<file path="config.mk">
export PLATFORM = sky130hd
export DESIGN_NAME = sv32_walker
export DESIGN_NICKNAME = d
export VERILOG_FILES = /design/src/rtl/sv32_walker_pkg.sv /design/src/rtl/sv32_pte_addr.sv /design/src/rtl/sv32_pte_check.sv /design/src/rtl/sv32_walker.sv
export SDC_FILE = /design/constraint.sdc
export NUM_CORES = 1
export LEC_CHECK = 0
export BUFFER_PORTS_ARGS = -buffer_cell sky130_fd_sc_hd__buf_2
export CORE_UTILIZATION = 52
export DETAILED_ROUTE_END_ITERATION = 7
export GPL_TIMING_DRIVEN = 0
export PLACE_DENSITY = 0.76
export SYNTH_ARGS = -nofsm -noshare
export SYNTH_HDL_FRONTEND = slang
export SYNTH_SLANG_ARGS = --single-unit
</file>
<file path="constraint.sdc">
create_clock -name clk -period 6.2 [get_ports clk]
set_input_delay 1.24 -clock clk [delete_from_list [all_inputs] [get_ports clk]]
set_output_delay 1.24 -clock clk [all_outputs]
set_load 0.01 [all_outputs]
</file>
<file path="src/rtl/sv32_walker_pkg.sv">
package sv32_walker_pkg;
  localparam logic [1:0] PRIV_U = 2'd0;
  localparam logic [1:0] PRIV_S = 2'd1;
  localparam logic [1:0] PRIV_M = 2'd3;

  localparam logic [1:0] ACC_FETCH = 2'd0;
  localparam logic [1:0] ACC_LOAD  = 2'd1;
  localparam logic [1:0] ACC_STORE = 2'd2;

  localparam int PTE_V = 0;
  localparam int PTE_R = 1;
  localparam int PTE_W = 2;
  localparam int PTE_X = 3;
  localparam int PTE_U = 4;
  localparam int PTE_A = 6;
  localparam int PTE_D = 7;

  localparam logic [3:0] CAUSE_FETCH = 4'd12;
  localparam logic [3:0] CAUSE_LOAD  = 4'd13;
  localparam logic [3:0] CAUSE_STORE = 4'd15;

  typedef enum logic [1:0] {ST_IDLE, ST_READ, ST_CAS} walk_st_e;
endpackage

</file>
<file path="src/rtl/sv32_pte_addr.sv">
module sv32_pte_addr #(
  parameter int PPN_W = 22,
  parameter int IDX_W = 10,
  parameter int PA_W  = 34
) (
  input  logic [PPN_W-1:0]   base,
  input  logic [2*IDX_W-1:0] vpn,
  input  logic               top_lvl,
  output logic [PA_W-1:0]    addr
);
  logic [IDX_W-1:0] idx;
  always_comb begin
    idx  = top_lvl ? vpn[IDX_W +: IDX_W] : vpn[IDX_W-1:0];
    addr = {base, idx, 2'b00};
  end
endmodule

</file>
<file path="src/rtl/sv32_pte_check.sv">
module sv32_pte_check import sv32_walker_pkg::*; #(
  parameter int PTE_WD  = 32,
  parameter int IDX_W   = 10,
  parameter int PPN_LSB = 10
) (
  input  logic [PTE_WD-1:0] pte,
  input  logic              top_lvl,
  input  logic [1:0]        eff_priv,
  input  logic [1:0]        acc,
  input  logic              sum,
  input  logic              mxr,
  output logic              is_ptr,
  output logic              bad,
  output logic [PTE_WD-1:0] upd_pte
);
  logic v, r, w, x, u, priv_bad, misal, acc_bad;
  always_comb begin
    v = pte[PTE_V];
    r = pte[PTE_R];
    w = pte[PTE_W];
    x = pte[PTE_X];
    u = pte[PTE_U];
    is_ptr = v & ~(r | w | x);
    // privilege rule differs for user and supervisor leaves
    if (u) priv_bad = (eff_priv != PRIV_U) && (!sum || acc == ACC_FETCH);
    else   priv_bad = (eff_priv != PRIV_S);
    misal = top_lvl && (pte[PPN_LSB +: IDX_W] != '0);
    case (acc)
      ACC_LOAD:  acc_bad = ~(r | (x & mxr));
      ACC_STORE: acc_bad = ~w;
      default:   acc_bad = ~x;
    endcase
    bad = ~v | (is_ptr & ~top_lvl) |
          (~is_ptr & ((w & ~r) | priv_bad | misal | acc_bad));
    upd_pte = pte;
    upd_pte[PTE_A] = 1'b1;
    if (acc == ACC_STORE) upd_pte[PTE_D] = 1'b1;
  end
endmodule

</file>
<file path="src/rtl/sv32_walker.sv">
module sv32_walker import sv32_walker_pkg::*; #(
  parameter int OFF_W   = 12,
  parameter int IDX_W   = 10,
  parameter int PPN_W   = 22,
  parameter int PTE_WD  = 32,
  parameter int PPN_LSB = 10,
  parameter int VA_W    = OFF_W + 2 * IDX_W,
  parameter int PA_W    = PPN_W + OFF_W
) (
  input  logic              clk,
  input  logic              rst,
  input  logic              req_valid,
  output logic              req_ready,
  input  logic [VA_W-1:0]   req_vaddr,
  input  logic [1:0]        req_acc,
  input  logic [1:0]        priv,
  input  logic              satp_mode,
  input  logic [PPN_W-1:0]  satp_ppn,
  input  logic              mprv,
  input  logic [1:0]        mpp,
  input  logic              sum,
  input  logic              mxr,
  output logic              mem_valid,
  input  logic              mem_ready,
  output logic              mem_we,
  output logic [PA_W-1:0]   mem_addr,
  output logic [PTE_WD-1:0] mem_wdata,
  output logic [PTE_WD-1:0] mem_cmp,
  input  logic [PTE_WD-1:0] mem_rdata,
  output logic              done,
  output logic              fault,
  output logic [3:0]        cause,
  output logic [PA_W-1:0]   pa,
  output logic              perm_r,
  output logic              perm_w,
  output logic              perm_x,
  output logic [VA_W-1:0]   fault_vaddr
);
  walk_st_e          st;
  logic              top_q, sum_q, mxr_q;
  logic [PPN_W-1:0]  base_q, root_q;
  logic [VA_W-1:0]   va_q;
  logic [1:0]        acc_q, eff_q, eff_in;
  logic [PTE_WD-1:0] old_q, upd_q;
  logic [PA_W-1:0]   cas_addr_q, walk_addr;
  logic              is_ptr, bad;
  logic [PTE_WD-1:0] upd_pte, fin_pte;
  logic [PPN_W-1:0]  fin_ppn, ptr_ppn;
  logic [PA_W-1:0]   fin_pa;
  logic              fin_r, fin_w, fin_x;
  logic [3:0]        fault_code;

  sv32_pte_addr #(.PPN_W(PPN_W), .IDX_W(IDX_W), .PA_W(PA_W)) u_addr (
    .base(base_q), .vpn(va_q[VA_W-1:OFF_W]), .top_lvl(top_q), .addr(walk_addr));

  sv32_pte_check #(.PTE_WD(PTE_WD), .IDX_W(IDX_W), .PPN_LSB(PPN_LSB)) u_check (
    .pte(mem_rdata), .top_lvl(top_q), .eff_priv(eff_q), .acc(acc_q),
    .sum(sum_q), .mxr(mxr_q), .is_ptr(is_ptr), .bad(bad), .upd_pte(upd_pte));

  always_comb begin
    eff_in = (priv == PRIV_M && req_acc != ACC_FETCH && mprv) ? mpp : priv;
    req_ready = (st == ST_IDLE);
    mem_valid = (st != ST_IDLE);
    mem_we    = (st == ST_CAS);
    mem_addr  = (st == ST_CAS) ? cas_addr_q : walk_addr;
    mem_wdata = upd_q;
    mem_cmp   = old_q;
    ptr_ppn   = mem_rdata[PPN_LSB +: PPN_W];
    fin_pte   = (st == ST_CAS) ? upd_q : mem_rdata;
    fin_ppn   = fin_pte[PPN_LSB +: PPN_W];
    // superpage: low VPN bits fill the lower PPN field
    fin_pa    = top_q ? {fin_ppn[PPN_W-1:IDX_W], va_q[OFF_W +: IDX_W], va_q[OFF_W-1:0]}
                      : {fin_ppn, va_q[OFF_W-1:0]};
    fin_r     = fin_pte[PTE_R] | (fin_pte[PTE_X] & mxr_q);
    fin_x     = fin_pte[PTE_X];
    fin_w     = fin_pte[PTE_W] & ((acc_q == ACC_STORE) | fin_pte[PTE_D]);
    case (acc_q)
      ACC_FETCH: fault_code = CAUSE_FETCH;
      ACC_LOAD:  fault_code = CAUSE_LOAD;
      default:   fault_code = CAUSE_STORE;
    endcase
  end

  always_ff @(posedge clk) begin
    if (rst) begin
      st <= ST_IDLE;
      top_q <= 1'b1;
      sum_q <= 1'b0;
      mxr_q <= 1'b0;
      base_q <= '0;
      root_q <= '0;
      va_q <= '0;
      acc_q <= ACC_FETCH;
      eff_q <= PRIV_M;
      old_q <= '0;
      upd_q <= '0;
      cas_addr_q <= '0;
      done <= 1'b0;
      fault <= 1'b0;
      cause <= '0;
      pa <= '0;
      perm_r <= 1'b0;
      perm_w <= 1'b0;
      perm_x <= 1'b0;
      fault_vaddr <= '0;
    end else begin
      done <= 1'b0;
      case (st)
        ST_IDLE: if (req_valid) begin
          va_q <= req_vaddr;
          acc_q <= req_acc;
          eff_q <= eff_in;
          sum_q <= sum;
          mxr_q <= mxr;
          root_q <= satp_ppn;
          base_q <= satp_ppn;
          top_q <= 1'b1;
          if (!satp_mode || eff_in == PRIV_M) begin
            done <= 1'b1;
            fault <= 1'b0;
            pa <= {{(PA_W-VA_W){1'b0}}, req_vaddr};
            {perm_r, perm_w, perm_x} <= 3'b111;
          end else begin
            st <= ST_READ;
          end
        end
        ST_READ: if (mem_ready) begin
          if (bad) begin
            done <= 1'b1;
            fault <= 1'b1;
            cause <= fault_code;
            fault_vaddr <= va_q;
            st <= ST_IDLE;
          end else if (is_ptr) begin
            base_q <= ptr_ppn;
            top_q <= 1'b0;
          end else if (upd_pte != mem_rdata) begin
            old_q <= mem_rdata;
            upd_q <= upd_pte;
            cas_addr_q <= walk_addr;
            st <= ST_CAS;
          end else begin
            done <= 1'b1;
            fault <= 1'b0;
            pa <= fin_pa;
            {perm_r, perm_w, perm_x} <= {fin_r, fin_w, fin_x};
            st <= ST_IDLE;
          end
        end
        ST_CAS: if (mem_ready) begin
          if (mem_rdata == old_q) begin
            done <= 1'b1;
            fault <= 1'b0;
            pa <= fin_pa;
            {perm_r, perm_w, perm_x} <= {fin_r, fin_w, fin_x};
            st <= ST_IDLE;
          end else begin
            base_q <= root_q;
            top_q <= 1'b1;
            st <= ST_READ;
          end
        end
        default: st <= ST_IDLE;
      endcase
    end
  end
endmodule

</file>
## Yosys cells after proc, flatten, opt, wreduce, memory -nomap -nowiden

Index checks and enable logic that the tools add are counted.

- Logic and storage cells: 172
- Bits of input ports: 100
- Output and inout bits: 176
- Register bits: 256

- Reduce and logical (&&, ||, !) cells: 22
- Equality and inequality tests: 22
- Mux-type cells: 82
- Bitwise logic cells: 26

Operator list:

| kind | number |
|---|---|
| $mux W34 | 9 |
| $mux W22 | 7 |
| $pmux W34 S3 | 1 |
| $pmux W22 S3 | 1 |
| $mux W1 | 45 |
| $eq A32 B32 Y1 | 1 |
| $mux W32 | 1 |
| $ne A2 B2 Y1 const B | 9 |
| $pmux W1 S3 | 6 |
| $mux W2 | 8 |
| $mux W10 | 1 |
| $or A1 B1 Y1 | 10 |
| $reduce_and A5 Y1 | 2 |
| $reduce_bool A10 Y1 | 1 |
| $not A1 Y1 | 9 |
| $reduce_and A9 Y1 | 1 |
| $eq A2 B2 Y1 const B | 4 |
| $reduce_and A8 Y1 | 1 |
| $and A1 B1 Y1 | 7 |
| $reduce_and A7 Y1 | 1 |
| $ne A2 B1 Y1 const B | 3 |
| $ne A3 B3 Y1 const B | 2 |
| $pmux W2 S3 | 1 |
| $reduce_bool A2 Y1 | 3 |
| other kinds (11) | 18 |

## Logic depth before layout (Yosys ltp)

- Word-level depth: 12
- Gate-level depth with buffers: 10
- Mapped depth without buffers: 8

## Hierarchy

From an unflattened synthesis, not the netlist that was laid out.

- Cells, all modules: 1387
- Area total of the unflattened synthesis: 12313.1 sq um

By module, submodules not included:

| module | times used | area each (sq um) | seq. area each (sq um) | cells an instance |
|---|---|---|---|---|
| sv32_walker | 1 | 11558.6 | 5144.9 | 1296 |
| sv32_pte_check | 1 | 409.1 | 0.0 | 55 |
| sv32_pte_addr | 1 | 345.3 | 0.0 | 36 |

## Least setup slack after synthesis

Ideal clock, no wire load.

- Kind: reg-to-output
- Start: register st[0]
- End: output mem_addr[14]
- Arrival time: 1.921 ns
- Slack: 3.039 ns
- Data required time: 4.960 ns
- Stages on the path, launching flop included: 7
- Path buffers: 3
- Cell sequence: dfxtp_1 -> inv_1 -> ha_1 -> buf_2 -> buf_2 -> clkbuf_1 -> mux2_2

- Word-level cells in the longest chain between the ends: 2

Ends and longest elaborated chain:

| item | line | source |
|---|---|---|
| start: declaration | sv32_walker.sv:39 | `walk_st_e st;` |
| start signal: assignment | sv32_walker.sv:86 | `st <= ST_IDLE;` |
| start signal: assignment | sv32_walker.sv:124 | `st <= ST_READ;` |
| start signal: assignment | sv32_walker.sv:133 | `st <= ST_IDLE;` |
| $eq A2 B2 Y1 | - |  |
| named net mem_we | sv32_walker.sv:25 | `output logic mem_we,` |
| $mux W34 | sv32_walker.sv:65 | `mem_addr = (st == ST_CAS) ? cas_addr_q : walk_addr;` |
| end: declaration | sv32_walker.sv:26 | `output logic [PA_W-1:0] mem_addr,` |

The timed path passes the listed nets, and every way through them passes these cells.

## Worst setup path in the final report

- Start: register st[0]
- End: output mem_addr[33]

- Word-level cells in the longest chain between the ends: 2

Ends and longest elaborated chain:

| item | line |
|---|---|
| $eq A2 B2 Y1 | sv32_walker.sv:65 |
| $mux W34 | sv32_walker.sv:65 |

Every way passes these cells.

==> reports/metrics.cfg <==
[place]
place.gp.congestion = 0.9381
portBuffers = 273
hpwl_mm = 26.05
place_inst = 1807
detailedPlace.worstSlack_ns = 2.491

[die]
fp.dieW_um = 144.6
ios = 276
start_util_pct = 53.59
core_sq_um = 19720
placement_rows = 51
dieArea_sq_um = 20890
die_y_um = 144.6

[sta]
whs_ns = 0.4513
fmax_mhz = 232.3
slew_viol_final = 0
fin_worst_skew_ns = 0.01219
grt_setup_unrepaired = no
final.setup.worst_slack_ns = 1.895
fin_crit_ns = 4.305
worst_pin_slew_ns = 0.9062
maxSlewHeadroom_pct = 39.58
setup_tns_ns = 0
fin_crit_sh_pct = 69.44
hold_viol = 0
setup_viol_count_final = 0

[cts]
root_buffer = clkbuf_16
cts_buffers = 24
post-cts-setup-buffers = 0
cts_hold_buf = 0
cts_tree = done
cts_htree_levels = 1
clockBufferDepth = 3
path_clk_slew_ns = 0.06
cts_repair_resize_count = 0
clock_latency_ns = 0.52
cts.sinks = 225

[worst_setup_path]
required_ns = 4.96
worstSetupStartpointType = flop
path_cells = inv_1 > ha_1 > buf_2 > buf_2 > clkbuf_1 > mux2_2 > buf_2
endpoint_kind = primary output
cpMostUsedCell = buf_2
critPathMaxFanout = 10
crit_type = reg2out
path_delay_family = buffers and inverters
cp_slowest_cell = clkbuf_1
critPathBufInv = 5
max_stage_delay_ns = 0.58
crit_arrival_ns = 3.07

[logic_synthesis]
yosysWarnings = 0
synth_edf_count = 0
synth_area_sq_um = 10570
yosysSeqAreaShare_pct = 42.63
avgSynthCellArea_sq_um = 8.333
synth_cell_type_count = 45
synth_ff_type = dfxtp_1
synthArstFlopShare_pct = 0
synth_seq_cells = 225
synth_cells = 1268

[route]
drt_wl_total_mm = 34.62
vias = 10310
antenna_left = 0
firstDrtPassIters = 5
drtIter0Drc = 776
route.detailed.wl_per_inst_um = 18.69
route.detailed.drc = 0
avgViaCountPerCell = 5.567

[layout]
instances_no_fill = 1852
fill_cells = 1736
nets = 1677
syn_to_final_growth_pct = 23.38
drive_gt1_share_pct = 26.34

[flow_run]
cap_viol_max_count = 0

[global_routing]
grt_usage_pct = 32.63
gr-total-overflow = 0
grt_pass1_wl_mm = 52.08
grt_max_degree = 13
grt_pass1_vias = 9649
antenna_found_initial = 4

[power_and_ir_drop]
ir_drop_mv = 0.1863
p_leak_nw = 5.608
p_total_mw = 4.192
power.density_nw_per_um2 = 321.5

[min_path]
hp-class = reg2reg

[status]
status = finished clean

[path summary, 6_finish.rpt]
path | from | end | slack [ns] | cells past startpoint
min | cas_addr_q[23] | cas_addr_q[23] | 0.45 | 2
min reg2reg | cas_addr_q[23] | cas_addr_q[23] | 0.45 | 2
max | st[0] | mem_addr[33] | 1.89 | 7
max reg2reg | acc_q[0] | cas_addr_q[7] | 3.30 | 9
[cells in the final DEF (no fill, tap or decap), types with 3 or more instances in the layout]
| cell | instances |
|---|---|
| a21oi_1 | 197 |
| a22oi_1 | 23 |
| a311oi_1 | 24 |
| buf_1 | 4 |
| buf_2 | 282 |
| buf_4 | 46 |
| buf_6 | 4 |
| clkbuf_1 | 76 |
| clkbuf_16 | 25 |
| clkbuf_8 | 7 |
| dfxtp_1 | 225 |
| diode_2 | 4 |
| ha_1 | 9 |
| inv_1 | 13 |
| mux2_2 | 45 |
| mux2i_1 | 99 |
| nand2_1 | 261 |
| nand2b_1 | 4 |
| nand3_1 | 15 |
| nand4_1 | 6 |
| nor2_1 | 100 |
| nor3_1 | 7 |
| nor4_1 | 10 |
| o211ai_1 | 5 |
| o21ai_0 | 30 |
| o21ai_1 | 3 |
| xor2_1 | 32 |
[routing by layer]
| layer | global-route usage, % | part of all wire [%] | up-vias |
|---|---|---|---|
| met5 | 0 | 0 | - |
| li1 | - | - | 4919 |
| met2 | 53.49 | 46 | 491 |
| met4 | 15.57 | 4.4 | 0 |
| met3 | 5.629 | 9.0 | 103 |
| met1 | 41.49 | 41 | 4798 |
[through the flow]
step	cell area [sq um]	util (%)
2_1_floorplan	10570	-
3_3_place_gp	12270	62.22
3_5_place_dp	12270	62.22
4_1_cts	13030	66.06
5_1_grt	13030	66.10
6_report	13040	66.11
[area by class of cell]
type | count | area [sq um] | area share, %
Multi-Input combinational cell | 899 | 5308 | 40.71
Sequential cell | 225 | 4504 | 34.55
Timing Repair Buffer | 273 | 1366 | 10.48
Clock buffer | 39 | 748.2 | 5.739
Buffer | 132 | 709.4 | 5.442
Tap cell | 265 | 331.6 | 2.543
Inverter | 13 | 48.80 | 0.3743
Clock inverter | 2 | 10.01 | 0.07678
Antenna cell | 4 | 10.01 | 0.07678
[synth_stat cells (2+ instances only)]
| master | number | share of area [%] |
|---|---|---|
| dfxtp_1 | 225 | 43 |
| o32ai_1 | 2 | 0.17 |
| a211o_1 | 2 | 0.17 |
| nand4_1 | 6 | 0.36 |
| o211ai_1 | 5 | 0.36 |
| nand3_1 | 15 | 0.71 |
| nor3_1 | 7 | 0.33 |
| o31ai_1 | 2 | 0.14 |
| clkbuf_1 | 69 | 2.5 |
| buf_6 | 4 | 0.43 |
| o21ai_0 | 30 | 1.4 |
| a22oi_1 | 23 | 1.6 |
| a211oi_2 | 2 | 0.24 |
| mux2i_1 | 99 | 9.4 |
| a31oi_1 | 2 | 0.12 |
| nor4b_2 | 2 | 0.28 |
| buf_4 | 46 | 3.3 |
| nor2_1 | 100 | 3.6 |
| mux2_2 | 45 | 4.8 |
| buf_2 | 9 | 0.43 |
| a21oi_1 | 197 | 9.3 |
| a311oi_1 | 24 | 2.0 |
| ha_1 | 9 | 1.1 |
| nand2_1 | 261 | 9.3 |
| nand2b_1 | 4 | 0.24 |
| buf_1 | 4 | 0.14 |
| o21ai_1 | 3 | 0.14 |
| and2_1 | 2 | 0.12 |
| inv_1 | 13 | 0.46 |
| nor4_1 | 10 | 0.59 |
| xor2_1 | 32 | 2.7 |
[power by group]
part | switching (mW) | total [mW] | internal [mW]
registers | 0.0959 | 1.69 | 1.59
clock network | 0.578 | 1.40 | 0.817
logic | 0.663 | 1.11 | 0.443
[cell families (layout without fill, tap and decap cells)]
family,Yosys count,in the layout,synth area share (%)
xor+xnor,33,33,2.735
compound gates,299,299,16.35
simple gates,412,412,15.83
mux,144,144,14.17
other cells,1,6,0.03549
fa+ha+maj,9,9,1.066
buf+inv,145,459,7.176
flops,225,225,42.63
[registers in the layout, indices dropped and copies added (netlist names), 2 cells and up]
signal       count
acc_q            2
base_q          22
cas_addr_q      32
cause            3
eff_q            2
fault_vaddr     32
mem_cmp         32
mem_wdata        2
pa              34
root_q          22
st               2
va_q            32
[worst min-delay path, stage by stage, from the launching register on]
cell and delay (ns):
dfxtp_1 0.31, nand2_1 0.05, a21oi_1 0.05
No activity file was read; power rests on OpenSTA's default activity.
